--- src/rtl/lcfs_pkg.sv ---
package lcfs_pkg;

  typedef enum logic [2:0] {
    SEQ_IDLE,
    SEQ_ENTER,
    SEQ_FETCH,
    SEQ_FLUSH,
    SEQ_EXIT
  } seqState_e;

  // Strobes from control to datapath
  typedef struct packed {
    logic load;    // capture invocation parameters, clear counters
    logic fetch;   // issue one configuration read and advance counters
    logic freeze;  // hold presentation stage
  } seqStrobe_t;

endpackage

--- src/rtl/lcfs_ctrl.sv ---
module lcfs_ctrl
  import lcfs_pkg::*;
(
  input  logic       clk,
  input  logic       rstN,
  input  logic       invoke,
  input  logic       stall,
  input  logic       lastFetch,
  input  logic       zeroTrip,
  output seqStrobe_t strobe,
  output logic       hostHold,
  output logic       done
);

  seqState_e stateQ, stateD;
  logic      hsQ;  // second cycle of a two-cycle handover

  always_comb begin
    stateD        = stateQ;
    strobe        = '0;
    strobe.freeze = stall;
    unique case (stateQ)
      SEQ_IDLE: begin
        if (invoke && !stall) begin
          strobe.load = 1'b1;
          stateD      = SEQ_ENTER;
        end
      end
      SEQ_ENTER: begin
        if (!stall && hsQ) stateD = zeroTrip ? SEQ_FLUSH : SEQ_FETCH;
      end
      SEQ_FETCH: begin
        if (!stall) begin
          strobe.fetch = 1'b1;
          if (lastFetch) stateD = SEQ_FLUSH;
        end
      end
      SEQ_FLUSH: begin
        if (!stall) stateD = SEQ_EXIT;
      end
      SEQ_EXIT: begin
        if (!stall && hsQ) stateD = SEQ_IDLE;
      end
      default: stateD = SEQ_IDLE;
    endcase
  end

  always_ff @(posedge clk or negedge rstN) begin
    if (!rstN) begin
      stateQ <= SEQ_IDLE;
      hsQ    <= 1'b0;
    end else if (!stall) begin
      stateQ <= stateD;
      hsQ    <= (stateQ == SEQ_ENTER || stateQ == SEQ_EXIT) ? ~hsQ : 1'b0;
    end
  end

  assign hostHold = (stateQ != SEQ_IDLE);
  assign done     = (stateQ == SEQ_EXIT) && !hsQ && !stall;

endmodule

--- src/rtl/lcfs_datapath.sv ---
module lcfs_datapath
  import lcfs_pkg::*;
#(
  parameter int ADDR_W    = 7,
  parameter int CFG_W     = 32,
  parameter int STAGE_MAX = 8,
  parameter int II_W      = 4,
  parameter int TRIP_W    = 8,
  localparam int STG_W    = $clog2(STAGE_MAX + 1),
  localparam int WAVE_W   = TRIP_W + 1
) (
  input  logic                 clk,
  input  logic                 rstN,
  input  seqStrobe_t           strobe,
  input  logic [ADDR_W-1:0]    invStart,
  input  logic [II_W-1:0]      invIi,
  input  logic [STG_W-1:0]     invStages,
  input  logic [TRIP_W-1:0]    invTrips,
  input  logic [CFG_W-1:0]     cfgRdData,
  output logic                 lastFetch,
  output logic                 zeroTrip,
  output logic [ADDR_W-1:0]    cfgRdAddr,
  output logic                 cfgRdEn,
  output logic [CFG_W-1:0]     arrCfg,
  output logic                 arrCfgValid,
  output logic [STAGE_MAX-1:0] arrStageMask
);

  logic [ADDR_W-1:0]    startQ;
  logic [II_W-1:0]      iiQ, iiEff, slotQ;
  logic [STG_W-1:0]     stagesQ, stgEff;
  logic [TRIP_W-1:0]    tripsQ;
  logic [WAVE_W-1:0]    wavesQ, wavesD, waveQ;
  logic [STAGE_MAX-1:0] liveMask, maskQ;
  logic                 presQ;
  logic                 slotWrap;

  // Parameter sanitising at capture time
  always_comb begin
    iiEff = (invIi == '0) ? II_W'(1) : invIi;
    if (invStages == '0)                    stgEff = STG_W'(1);
    else if (invStages > STG_W'(STAGE_MAX)) stgEff = STG_W'(STAGE_MAX);
    else                                    stgEff = invStages;
    wavesD = WAVE_W'(invTrips) + WAVE_W'(stgEff) - WAVE_W'(1);
  end

  assign slotWrap  = (slotQ == iiQ - II_W'(1));
  assign lastFetch = slotWrap && (waveQ == wavesQ - WAVE_W'(1));
  assign zeroTrip  = (tripsQ == '0);

  // Parameter and counter registers
  always_ff @(posedge clk or negedge rstN) begin
    if (!rstN) begin
      startQ  <= '0;
      iiQ     <= II_W'(1);
      stagesQ <= STG_W'(1);
      tripsQ  <= '0;
      wavesQ  <= '0;
      slotQ   <= '0;
      waveQ   <= '0;
    end else if (strobe.load) begin
      startQ  <= invStart;
      iiQ     <= iiEff;
      stagesQ <= stgEff;
      tripsQ  <= invTrips;
      wavesQ  <= wavesD;
      slotQ   <= '0;
      waveQ   <= '0;
    end else if (strobe.fetch) begin
      if (slotWrap) begin
        slotQ <= '0;
        waveQ <= waveQ + WAVE_W'(1);
      end else begin
        slotQ <= slotQ + II_W'(1);
      end
    end
  end

  // Address wraps naturally modulo the memory depth
  assign cfgRdAddr = startQ + ADDR_W'(slotQ);
  assign cfgRdEn   = strobe.fetch;

  // Stage liveness: stage s carries iteration (wave - s)
  for (genvar s = 0; s < STAGE_MAX; s++) begin : g_stage
    logic inRange, started, notRetired;
    assign inRange    = (STG_W'(s) < stagesQ);
    assign started    = (waveQ >= WAVE_W'(s));
    assign notRetired = ((waveQ - WAVE_W'(s)) < WAVE_W'(tripsQ));
    assign liveMask[s] = inRange && started && notRetired;
  end

  // Presentation stage aligned with memory read latency
  always_ff @(posedge clk or negedge rstN) begin
    if (!rstN) begin
      presQ <= 1'b0;
      maskQ <= '0;
    end else if (!strobe.freeze) begin
      presQ <= strobe.fetch;
      maskQ <= strobe.fetch ? liveMask : '0;
    end
  end

  assign arrCfg       = cfgRdData;
  assign arrCfgValid  = presQ && !strobe.freeze;
  assign arrStageMask = arrCfgValid ? maskQ : '0;

endmodule

--- src/rtl/loop_cfg_sequencer.sv ---
module loop_cfg_sequencer
  import lcfs_pkg::*;
#(
  parameter int ADDR_W    = 7,
  parameter int CFG_W     = 32,
  parameter int STAGE_MAX = 8,
  parameter int II_W      = 4,
  parameter int TRIP_W    = 8,
  localparam int STG_W    = $clog2(STAGE_MAX + 1)
) (
  input  logic                 clk,
  input  logic                 rstN,
  input  logic                 invoke,
  input  logic [ADDR_W-1:0]    invStart,
  input  logic [II_W-1:0]      invIi,
  input  logic [STG_W-1:0]     invStages,
  input  logic [TRIP_W-1:0]    invTrips,
  input  logic                 stall,
  output logic [ADDR_W-1:0]    cfgRdAddr,
  output logic                 cfgRdEn,
  input  logic [CFG_W-1:0]     cfgRdData,
  output logic [CFG_W-1:0]     arrCfg,
  output logic                 arrCfgValid,
  output logic [STAGE_MAX-1:0] arrStageMask,
  output logic                 hostHold,
  output logic                 done
);

  seqStrobe_t strobe;
  logic       lastFetch, zeroTrip;

  lcfs_ctrl u_ctrl (
    .clk       (clk),
    .rstN      (rstN),
    .invoke    (invoke),
    .stall     (stall),
    .lastFetch (lastFetch),
    .zeroTrip  (zeroTrip),
    .strobe    (strobe),
    .hostHold  (hostHold),
    .done      (done)
  );

  lcfs_datapath #(
    .ADDR_W    (ADDR_W),
    .CFG_W     (CFG_W),
    .STAGE_MAX (STAGE_MAX),
    .II_W      (II_W),
    .TRIP_W    (TRIP_W)
  ) u_dp (
    .clk          (clk),
    .rstN         (rstN),
    .strobe       (strobe),
    .invStart     (invStart),
    .invIi        (invIi),
    .invStages    (invStages),
    .invTrips     (invTrips),
    .cfgRdData    (cfgRdData),
    .lastFetch    (lastFetch),
    .zeroTrip     (zeroTrip),
    .cfgRdAddr    (cfgRdAddr),
    .cfgRdEn      (cfgRdEn),
    .arrCfg       (arrCfg),
    .arrCfgValid  (arrCfgValid),
    .arrStageMask (arrStageMask)
  );

endmodule

--- config.mk ---
export PLATFORM = sky130hd
export DESIGN_NAME = loop_cfg_sequencer
export DESIGN_NICKNAME = d
export VERILOG_FILES = /design/src/rtl/lcfs_pkg.sv /design/src/rtl/lcfs_ctrl.sv /design/src/rtl/lcfs_datapath.sv /design/src/rtl/loop_cfg_sequencer.sv
export SDC_FILE = /design/constraint.sdc
export NUM_CORES = 1
export LEC_CHECK = 0
export ABC_CLOCK_PERIOD_IN_PS = 8230
export BUFFER_PORTS_ARGS = -buffer_cell sky130_fd_sc_hd__buf_2
export CAP_MARGIN = 20
export CORE_MARGIN = 4
export CORE_UTILIZATION = 54
export DETAILED_ROUTE_END_ITERATION = 8
export GPL_TIMING_DRIVEN = 0
export HOLD_SLACK_MARGIN = 0.02
export PLACE_DENSITY = 0.85
export SKIP_CTS_REPAIR_TIMING = 1
export SYNTH_ARGS = -nofsm -noshare
export SYNTH_HDL_FRONTEND = slang
export SYNTH_SLANG_ARGS = --single-unit
--- constraint.sdc ---
create_clock -name clk -period 8.23 [get_ports clk]
set_clock_uncertainty 0.05 [all_clocks]
set_input_delay 1.2345 -clock clk [delete_from_list [all_inputs] [get_ports clk]]
set_output_delay 1.2345 -clock clk [all_outputs]
set_load 0.01 [all_outputs]
# Word level (Yosys, flattened, before mapping)
# Index checks and enable logic that the tools add are counted.
[classes]
n_addsub = 14
magnitude_cmp = 25
eq_ne = 10
mux = 22
bitwise = 2
n_reduce_logical = 34
[op_table]
columns = ["op", "count"]
rows = [
  ["9-bit by 8-bit < comparator with 1-bit output", 8],
  ["9-bit by 3-bit greater-or-equal comparator with 1-bit output, second input constant", 4],
  ["9-bit by 3-bit subtractor with 9-bit output, second input constant", 4],
  ["9-bit two-way mux", 3],
  ["9-bit by 1-bit subtractor with 9-bit output, second input constant", 3],
  ["4-bit two-way mux", 6],
  ["1-bit logical AND", 22],
  ["9-bit by 1-bit greater-or-equal comparator with 1-bit output, second input constant", 2],
  ["9-bit by 2-bit greater-or-equal comparator with 1-bit output, second input constant", 2],
  ["9-bit by 2-bit subtractor with 9-bit output, second input constant", 2],
  ["3-bit by 4-bit < comparator with 1-bit output, first input constant", 4],
  ["8-bit two-way mux", 2],
  ["3-bit one-hot mux with 5 select lines", 1],
  ["3-bit two-way mux", 4],
  ["8-bit by 4-bit adder with 9-bit output", 1],
  ["9-bit by 1-bit adder with 9-bit output, second input constant", 1],
  ["9-bit equality test", 1],
  ["4-bit zero test", 2],
  ["8-bit zero test", 1],
  ["1-bit by 4-bit < comparator with 1-bit output, first input constant", 2],
  ["2-bit by 4-bit < comparator with 1-bit output, first input constant", 2],
  ["7-bit by 4-bit adder with 7-bit output", 1],
  ["3-bit by 2-bit equality test with 1-bit output, second input constant", 2],
  ["1-bit two-way mux", 6],
  ["16 further kinds", 21],
]
[totals]
reg_bits = 58
input_bits = 59
output_inout_bits = 51
wordCells = 118

# Logic depth before layout (Yosys ltp)
# Gate-level depths: netlist of the first run.
[depth]
ltp_word = 6
depth_mapped = 13
mapped_depth_nobuf = 12

# Modules after synthesis
# From an unflattened synthesis of the first run, not the netlist that was laid out.
[unflattened]
hier_cells = 691
area_unflattened_um2 = 5854.4
[modules_own_cells]
columns = ["mod", "n_inst", "cells_per_inst", "area_each_um2", "seq_area_each_um2"]
rows = [
  ["lcfs_datapath", 1, 658, 5587.9, 1353.8],
  ["lcfs_ctrl", 1, 33, 266.5, 100.1],
]

# Least setup slack after synthesis of the first run
# Ideal clock, no wire load.
[synth_timing]
path_kind = "input to register"
startpoint = "input port invStages[3]"
endpoint = "register u_dp.wavesQ[7]"
setup_time_ns = 0.135
arrival_time_ns = 3.088
t_required_ns = 8.045
setup_slack_ns = 4.957
cell_stages = 12
path_buffers = 0
path_cell_list = "inv_1 -> nand2_1 -> ha_1 -> inv_1 -> ha_1 -> fa_1 -> a21o_1 -> a21oi_1 -> o21bai_1 -> a21oi_1 -> xor2_1 -> o21ai_0"
[synth_via]
elab_chain_cells = 5
elab_cells_between_ends = 6
cone_classes = "add/sub (2); order compare (1); mux (2); reduce/logical (1)"
[synth_rtl]
columns = ["item", "line_no", "text"]
rows = [
  ["start: declaration", "loop_cfg_sequencer.sv:16", "input logic [STG_W-1:0] invStages,"],
  ["4-bit greater-than comparator", "lcfs_datapath.sv:42", "else if (invStages > STG_W'(STAGE_MAX)) stgEff = STG_W'(STAGE_MAX);"],
  ["4-bit two-way mux", "lcfs_datapath.sv:42", ""],
  ["4-bit two-way mux *", "lcfs_datapath.sv:41", "if (invStages == '0) stgEff = STG_W'(1);"],
  ["8-bit by 4-bit adder with 9-bit output *", "lcfs_datapath.sv:44", "wavesD = WAVE_W'(invTrips) + WAVE_W'(stgEff) - WAVE_W'(1);"],
  ["9-bit by 1-bit subtractor with 9-bit output *", "lcfs_datapath.sv:44", ""],
  ["end signal: assignment", "lcfs_datapath.sv:66", "wavesQ <= wavesD;"],
  ["end: declaration", "lcfs_datapath.sv:33", "logic [WAVE_W-1:0] wavesQ, wavesD, waveQ;"],
]
# Every way passes the cells marked *; elsewhere a longest branch is shown, timed or not.
# A chain may end at the register's enable or synchronous reset.

# Final worst setup path of the first run
[layout_timing]
startpoint = "register u_dp.slotQ[0]"
endpoint = "output port cfgRdAddr[6]"
[layout_via]
elab_chain_cells = 1
[layout_rtl]
columns = ["item", "line_no", "text"]
rows = [
  ["start: declaration", "lcfs_datapath.sv:30", "logic [II_W-1:0] iiQ, iiEff, slotQ;"],
  ["start signal: assignment", "lcfs_datapath.sv:74", "slotQ <= slotQ + II_W'(1);"],
  ["7-bit by 4-bit adder with 7-bit output", "lcfs_datapath.sv:80", "assign cfgRdAddr = startQ + ADDR_W'(slotQ);"],
  ["end: declaration", "loop_cfg_sequencer.sv:19", "output logic [ADDR_W-1:0] cfgRdAddr,"],
]
# No other way between the ends.

==> impl_metrics.env, run 1 <==
export IMPL_timing_final_hold_violations=0
export IMPL_max_clock_freq_mhz=282.9
export IMPL_synth_fp_nets=830
export IMPL_synthesis_instances=686
export IMPL_clock_sink_count=58
export IMPL_status="finished, final reports clean"
export IMPL_ys_seq_elements=58
export IMPL_most_frequent_standard_cell_in_the_layout_excluding_fill_and_tap_cells="sky130_fd_sc_hd__nand2_1"
export IMPL_io_buffer_count=76
export IMPL_signed_area_change_from_the_synthesized_netlist_to_the_final_layout_pct=13.51
export IMPL_synthArstFlopShare_pct=100.0
export IMPL_yosys_top_cells_area="sky130_fd_sc_hd__dfrtp_1, sky130_fd_sc_hd__ha_1, sky130_fd_sc_hd__xnor2_1, sky130_fd_sc_hd__nand2_1, sky130_fd_sc_hd__o21ai_0"
export IMPL_grt_pass1_vias=4966
export IMPL_insertion_delay_ps=340
export IMPL_globalRouteTotalUtil_pct=22.48
export IMPL_synth_ff_type="sky130_fd_sc_hd__dfrtp_1"
export IMPL_multi_input_comb_area_mm2=0.003667
export IMPL_synth_enable_flop_cells=0
export IMPL_worstSetupEndpointType="output pin"
export IMPL_drive_above_1_share_pct=18.49
export IMPL_final_setup_viol_count=0
export IMPL_stdcell_area_mm2=0.006434
export IMPL_regArea_mm2=0.001454
export IMPL_postPlaceCellArea_mm2=0.006238
export IMPL_mappedNetlistArea_mm2=0.005668
export IMPL_relSlewSlack_pct=49.68
export IMPL_gp_congestion=0.8874
export IMPL_wl_mm=13.93
export IMPL_holdPathEnd="u_dp.presQ$_DFFE_PN0N_"
export IMPL_reg2reg_depth=11
export IMPL_clockRootBuffer="sky130_fd_sc_hd__clkbuf_8"
export IMPL_sequential_to_total_area_share_from_yosys_stat_pct=25.65
export IMPL_critPathLaunchType="flip-flop"
export IMPL_worstReg2RegEnd="u_dp.maskQ[1]$_DFFE_PN0N_"
export IMPL_grt_setup_unrepaired="no"
export IMPL_antenna_diode_count=0
export IMPL_setup_total_negative_slack_ps=0
export IMPL_antenna_found_initial=0
export IMPL_timing_critical_path_arrival_ps=2250
export IMPL_power_per_cell_area_mw_per_mm2=263.1
export IMPL_fin_ws_ps=4695
export IMPL_floorplan_initialDensity_pct=55.15
export IMPL_crit_type="reg2out"
export IMPL_drt_pass1_iterations=5
export IMPL_fillers=878
export IMPL_core_footprint_mm2=0.01028
export IMPL_ctsHtreeMaxLevel=3
export IMPL_num_io_pins=110
export IMPL_layout_core_utilization_pct=62.60
export IMPL_grt_start_max_net_pins=33
export IMPL_hold_path_startpoint="u_dp.presQ$_DFFE_PN0N_"
export IMPL_regToRegSetupSlack_ps=4750
export IMPL_tritoncts="yes"
export IMPL_post_synth_cell_area_avg_um2=8.262
export IMPL_drt_wirelength_per_cell_um=15.22
export IMPL_drt_initial_drc_count=499
export IMPL_hpwl_mm=11.03
export IMPL_post_synth_top_area_fraction_pct=24.72
export IMPL_p_leak_nw=3.264
export IMPL_cts_reportedPaths_clkPinSlew_ps=70
export IMPL_layout_cells_most_common_list="sky130_fd_sc_hd__nand2_1, sky130_fd_sc_hd__ha_1, sky130_fd_sc_hd__buf_2"
export IMPL_cts_made_buffers=9
export IMPL_min_period_over_period_pct=42.95
export IMPL_nets=918
export IMPL_maxCapViolations=0
export IMPL_rows=37
export IMPL_worst_pin_slew_ps=748.5
export IMPL_vias_after_detailed_routing=5129
export IMPL_r2r_start="u_dp.waveQ[2]$_DFFE_PN0P_"
export IMPL_holdPathStages=2
export IMPL_final_hold_worst_slack_ps=431.0
export IMPL_global_route_wire_length_before_repair_mm=23.14
export IMPL_die_width_um=110.5
export IMPL_ir_drop_worst_vdd_mv=0.1472
export IMPL_dp_worst_setup_slack_ps=4512
export IMPL_grt_ovfl_total=0
export IMPL_yosys_cell_types_count=59
export IMPL_worst_ep_required_time_ps=6950
export IMPL_route_detailed_drc=0
export IMPL_antenna_left=0
export IMPL_critical_path_max_fanout=6
export IMPL_timing_hold_worst_class="reg2reg"
export IMPL_die_h_um=110.5
export IMPL_ys_warn_count=0
export IMPL_cts_root_to_sink_buffers=2
export IMPL_maxSlewViolCount=0
export IMPL_synth_largest_area_cell="sky130_fd_sc_hd__dfrtp_1"
export IMPL_fp_dieArea_mm2=0.01220
export IMPL_final_min_clock_period_ps=3535
export IMPL_routed_via_density=5.605
-- synth_stat cells, types with 2 or more instances --
| master | count |
|---|---|
| sky130_fd_sc_hd__o311ai_0 | 2 |
| sky130_fd_sc_hd__nor3_1 | 15 |
| sky130_fd_sc_hd__o211ai_1 | 3 |
| sky130_fd_sc_hd__buf_2 | 5 |
| sky130_fd_sc_hd__or3_1 | 4 |
| sky130_fd_sc_hd__a21o_1 | 10 |
| sky130_fd_sc_hd__a31oi_1 | 7 |
| sky130_fd_sc_hd__nor2b_1 | 5 |
| sky130_fd_sc_hd__o21a_1 | 2 |
| sky130_fd_sc_hd__a211o_1 | 2 |
| sky130_fd_sc_hd__and3_1 | 5 |
| sky130_fd_sc_hd__nand3b_1 | 2 |
| sky130_fd_sc_hd__o21bai_1 | 3 |
| sky130_fd_sc_hd__ha_1 | 83 |
| sky130_fd_sc_hd__buf_1 | 3 |
| sky130_fd_sc_hd__o22ai_1 | 2 |
| sky130_fd_sc_hd__fa_1 | 2 |
| sky130_fd_sc_hd__dfstp_2 | 2 |
| sky130_fd_sc_hd__and2_1 | 10 |
| sky130_fd_sc_hd__a32o_1 | 5 |
| sky130_fd_sc_hd__nand2_1 | 105 |
| sky130_fd_sc_hd__nand2b_1 | 3 |
| sky130_fd_sc_hd__xor2_1 | 24 |
| sky130_fd_sc_hd__nor4_1 | 4 |
| sky130_fd_sc_hd__nor4_4 | 2 |
| sky130_fd_sc_hd__o21ai_0 | 53 |
| sky130_fd_sc_hd__dfrtp_1 | 56 |
| sky130_fd_sc_hd__nor2_1 | 26 |
| sky130_fd_sc_hd__xnor2_1 | 54 |
| sky130_fd_sc_hd__inv_1 | 50 |
| sky130_fd_sc_hd__buf_4 | 32 |
| sky130_fd_sc_hd__a21oi_1 | 35 |
| sky130_fd_sc_hd__a21boi_0 | 2 |
| sky130_fd_sc_hd__nand3_1 | 22 |
| sky130_fd_sc_hd__clkbuf_1 | 18 |
| sky130_fd_sc_hd__a2111oi_0 | 5 |
-- layout make-up --
| cell class | instances | area share [%] |
|---|---|---|
| multi-input cells | 518 | 57.00 |
| flip-flops and latches | 58 | 22.60 |
| repair buffers | 77 | 6.223 |
| plain buffers | 59 | 5.523 |
| inverters | 51 | 2.976 |
| well taps | 136 | 2.645 |
| clock buffers | 11 | 2.198 |
| clock inverters | 5 | 0.8363 |
-- registers in the layout, indices dropped and copies added, names as in the netlist --
name	count
u_dp.waveQ	9
u_dp.wavesQ	9
u_dp.maskQ	8
u_dp.tripsQ	8
u_dp.startQ	7
u_dp.iiQ	4
u_dp.slotQ	4
u_dp.stagesQ	4
u_ctrl.stateQ	3
u_ctrl.hsQ	1
u_dp.presQ	1
-- report_power, final --
group	switching [mW]	internal, mW	total, mW
clock network	0.115	0.147	0.262
logic	0.557	0.400	0.957
registers	0.0944	0.380	0.474
-- kinds of logic after synthesis --
| family | synth area share (%) |
|---|---|
| buf+inv | 9.647 |
| mux | 0.3753 |
| xor+xnor | 12.05 |
| simple gates | 18.34 |
| flops | 25.65 |
| fa+ha+maj | 19.03 |
| compound gates | 14.90 |
-- through the flow --
| stage | power (mW) | instances |
|---|---|---|
| after floorplan | 1.156 | 686 |
| after global placement | 1.378 | 898 |
| after detailed placement | 1.417 | 899 |
| after CTS | 1.688 | 915 |
| after global routing | 1.856 | 915 |
| final | 1.693 | 915 |
-- per-layer routing --
layer  track usage (%)  part of all wire (%)  vias up
met5                 0                     0        -
met4             8.539                   2.1        0
met3             3.342                   7.6       30
met2             36.08                    47      219
met1             30.63                    43     2389
li1                  -                     -     2491
-- critical path, stage by stage, from the launching register on --
cell and delay [ps]:
sky130_fd_sc_hd__dfrtp_1 460, sky130_fd_sc_hd__ha_1 200, sky130_fd_sc_hd__inv_1 60, sky130_fd_sc_hd__fa_1 470, sky130_fd_sc_hd__nor2b_1 130, sky130_fd_sc_hd__o21ai_0 90, sky130_fd_sc_hd__nand2b_1 120, sky130_fd_sc_hd__nand3_1 100
sky130_fd_sc_hd__xnor2_1 130, sky130_fd_sc_hd__buf_2 140
-- worst max-delay path by stage --
stage | start | endpoint | slack (ps) | depth (start not counted)
finish | u_dp.slotQ[0]$_DFFE_PN0P_ | cfgRdAddr[6] | 4700 | 9
global route | u_dp.waveQ[2]$_DFFE_PN0P_ | u_dp.maskQ[1]$_DFFE_PN0N_ | 4510 | 11
floorplan | invStages[3] | u_dp.wavesQ[7]$_DFFE_PN0P_ | 4960 | 12
detailed placement | invStages[3] | u_dp.wavesQ[7]$_DFFE_PN0P_ | 4510 | 13
CTS | u_dp.slotQ[0]$_DFFE_PN0P_ | cfgRdAddr[6] | 4670 | 9
global placement | invStages[3] | u_dp.wavesQ[7]$_DFFE_PN0P_ | 4540 | 13
Note: power is estimated with default switching activity, not from simulation.
==> run 2, diff against run 1 <==
--- a/config.mk
+++ b/config.mk
@@ -5,15 +5,15 @@
 export SDC_FILE = /design/constraint.sdc
 export NUM_CORES = 1
 export LEC_CHECK = 0
-export ABC_CLOCK_PERIOD_IN_PS = 8230
+export ABC_CLOCK_PERIOD_IN_PS = 2920
 export BUFFER_PORTS_ARGS = -buffer_cell sky130_fd_sc_hd__buf_2
 export CAP_MARGIN = 20
 export CORE_MARGIN = 4
-export CORE_UTILIZATION = 54
+export CORE_UTILIZATION = 52
 export DETAILED_ROUTE_END_ITERATION = 8
 export GPL_TIMING_DRIVEN = 0
 export HOLD_SLACK_MARGIN = 0.02
-export PLACE_DENSITY = 0.85
+export PLACE_DENSITY = 0.86
 export SKIP_CTS_REPAIR_TIMING = 1
 export SYNTH_ARGS = -nofsm -noshare
 export SYNTH_HDL_FRONTEND = slang
==> constraint.sdc (replaced) <==
create_clock -name clk -period 2.92 [get_ports clk]
set_clock_uncertainty 0.05 [all_clocks]
set_input_delay 0.438 -clock clk [delete_from_list [all_inputs] [get_ports clk]]
set_output_delay 0.438 -clock clk [all_outputs]
set_load 0.01 [all_outputs]
==> impl_metrics.env, run 2 (synthesized netlist as in run 1, its figures left out) <==
export IMPL_die_h_um=112.4
export IMPL_r2r_start="u_dp.waveQ[2]$_DFFE_PN0P_"
export IMPL_num_io_pins=110
export IMPL_min_period_over_period_pct=94.66
export IMPL_vias_after_detailed_routing=5237
export IMPL_ctsHtreeMaxLevel=3
export IMPL_global_route_wire_length_before_repair_mm=23.46
export IMPL_cts_made_buffers=9
export IMPL_max_clock_freq_mhz=361.8
export IMPL_cts_reportedPaths_clkPinSlew_ps=80
export IMPL_drt_pass1_iterations=5
export IMPL_reg2reg_depth=12
export IMPL_route_detailed_drc=0
export IMPL_status="finished, final reports clean"
export IMPL_worstReg2RegEnd="u_dp.maskQ[1]$_DFFE_PN0N_"
export IMPL_slowest_stage="sky130_fd_sc_hd__dfrtp_2"
export IMPL_maxCapViolations=0
export IMPL_die_width_um=112.4
export IMPL_grt_start_max_net_pins=31
export IMPL_critPathLaunchType="flip-flop"
export IMPL_largest_registers="u_dp.waveQ: 9 flops, u_dp.wavesQ: 9 flops"
export IMPL_maxSlewViolCount=0
export IMPL_fp_dieArea_mm2=0.01263
export IMPL_drt_wirelength_per_cell_um=16.10
export IMPL_timing_hold_worst_class="in2async"
export IMPL_routed_via_density=5.656
export IMPL_bufs_and_invs_on_worst_path=3
export IMPL_ir_drop_worst_vdd_mv=0.4757
export IMPL_dp_worst_setup_slack_ps=-512.5
export IMPL_most_frequent_standard_cell_in_the_layout_excluding_fill_and_tap_cells="sky130_fd_sc_hd__nand2_1"
export IMPL_power_per_cell_area_mw_per_mm2=753.0
export IMPL_worst_pin_slew_ps=720.3
export IMPL_tritoncts="yes"
export IMPL_insertion_delay_ps=350
export IMPL_wl_mm=14.91
export IMPL_crit_type="reg2reg"
export IMPL_drt_initial_drc_count=420
export IMPL_regToRegSetupSlack_ps=160
export IMPL_antenna_diode_count=0
export IMPL_timing_critical_path_arrival_ps=2950
export IMPL_final_setup_viol_count=0
export IMPL_final_min_clock_period_ps=2764
export IMPL_antenna_left=0
export IMPL_clockRootBuffer="sky130_fd_sc_hd__clkbuf_8"
export IMPL_clock_sink_count=58
export IMPL_cts_root_to_sink_buffers=2
export IMPL_antenna_found_initial=0
export IMPL_grt_pass1_vias=4879
export IMPL_fin_ws_ps=156.0
export IMPL_grt_ovfl_total=0
export IMPL_rows=37
export IMPL_globalRouteTotalUtil_pct=22.35
export IMPL_critical_path_max_stage_delay_ps=450
export IMPL_drive_above_1_share_pct=21.65
export IMPL_io_buffer_count=76
export IMPL_timing_final_hold_violations=0
export IMPL_worstSetupEndpointType="flip-flop"
export IMPL_signed_area_change_from_the_synthesized_netlist_to_the_final_layout_pct=16.25
export IMPL_core_footprint_mm2=0.01046
export IMPL_layout_cells_most_common_list="sky130_fd_sc_hd__nand2_1, sky130_fd_sc_hd__ha_1, sky130_fd_sc_hd__buf_2"
export IMPL_hpwl_mm=11.25
export IMPL_path_common_cell="sky130_fd_sc_hd__ha_1"
export IMPL_worstPathCellList="buf_6, clkinvlp_4, buf_4, ha_1, a21boi_2, xnor2_1, ha_1, nand2_1, o21ai_1, and3_1, o21ai_0, a32o_1"
export IMPL_critical_path_max_fanout=8
export IMPL_relSlewSlack_pct=51.98
export IMPL_worst_ep_required_time_ps=3100
export IMPL_final_hold_worst_slack_ps=67.25
export IMPL_p_leak_nw=3.327
export IMPL_floorplan_initialDensity_pct=54.17
export IMPL_gp_congestion=0.9445
export IMPL_nets=929
export IMPL_largest_delay_share_family_worst_path="compound AO/OA/AOI/OAI gates"
-- run 2: cell types whose count changed in the layout (fill, tap and decap cells not counted), sizes merged --
| cell | before | now |
|---|---|---|
| buf | 118 | 130 |
| clkinvlp | 0 | 3 |
| clkbuf | 29 | 27 |
| clkinv | 5 | 3 |
| bufinv | 1 | 2 |
| inv | 50 | 49 |
-- run 2: metrics by stage --
stage | area (µm²) | setup TNS [ps] | std cells | util (%) | power (mW)
after CTS | 6459 | -1721 | 915 | 61.73 | 4.880
after global routing | 6589 | -1.104 | 926 | 62.98 | 5.373
after detailed placement | 6238 | -1386 | 899 | 59.63 | 4.011
after global placement | 6218 | -1226 | 898 | 59.44 | 3.881
after floorplan | 5668 | 0 | 686 | - | 3.258
final | 6589 | 0 | 926 | 62.98 | 4.961
-- run 2: final cells by class --
type | count | area [µm²]
timing repair inverter | 1 | 5.005
inverter | 51 | 198.9
sequential | 58 | 1459
multi-input combinational | 518 | 3686
fill | 858 | 3874
clock buffer | 11 | 141.4
buffer | 58 | 366.6
tap | 136 | 170.2
timing repair buffer | 88 | 483.0
clock inverter | 5 | 78.83
-- run 2: worst max-delay path by stage --
| stage | startpoint | cells past startpoint | slack [ps] | endpoint |
|---|---|---|---|---|
| finish | u_dp.waveQ[2]$_DFFE_PN0P_ | 12 | 160 | u_dp.maskQ[1]$_DFFE_PN0N_ |
| global route | u_dp.waveQ[2]$_DFFE_PN0P_ | 13 | -1 | u_dp.maskQ[3]$_DFFE_PN0N_ |
| CTS | u_dp.waveQ[2]$_DFFE_PN0P_ | 11 | -560 | u_dp.maskQ[1]$_DFFE_PN0N_ |
| detailed placement | u_dp.waveQ[2]$_DFFE_PN0P_ | 11 | -510 | u_dp.maskQ[1]$_DFFE_PN0N_ |
| global placement | u_dp.waveQ[2]$_DFFE_PN0P_ | 11 | -470 | u_dp.maskQ[1]$_DFFE_PN0N_ |
| floorplan | u_dp.waveQ[3]$_DFFE_PN0P_ | 13 | 160 | u_dp.maskQ[3]$_DFFE_PN0N_ |
-- run 2: routing by layer --
| metal | wire, µm | GRT usage (%) |
|---|---|---|
| met5 | 0 | 0 |
| met4 | 292 | 6.651 |
| met3 | 1162 | 2.749 |
| met2 | 7161 | 37.62 |
| met1 | 6293 | 30.20 |
-- run 2: power by group --
group          switching (mW)  internal [mW]
logic                    1.63           1.15
registers               0.273           1.07
clock network           0.333          0.502
total                    2.23           2.73
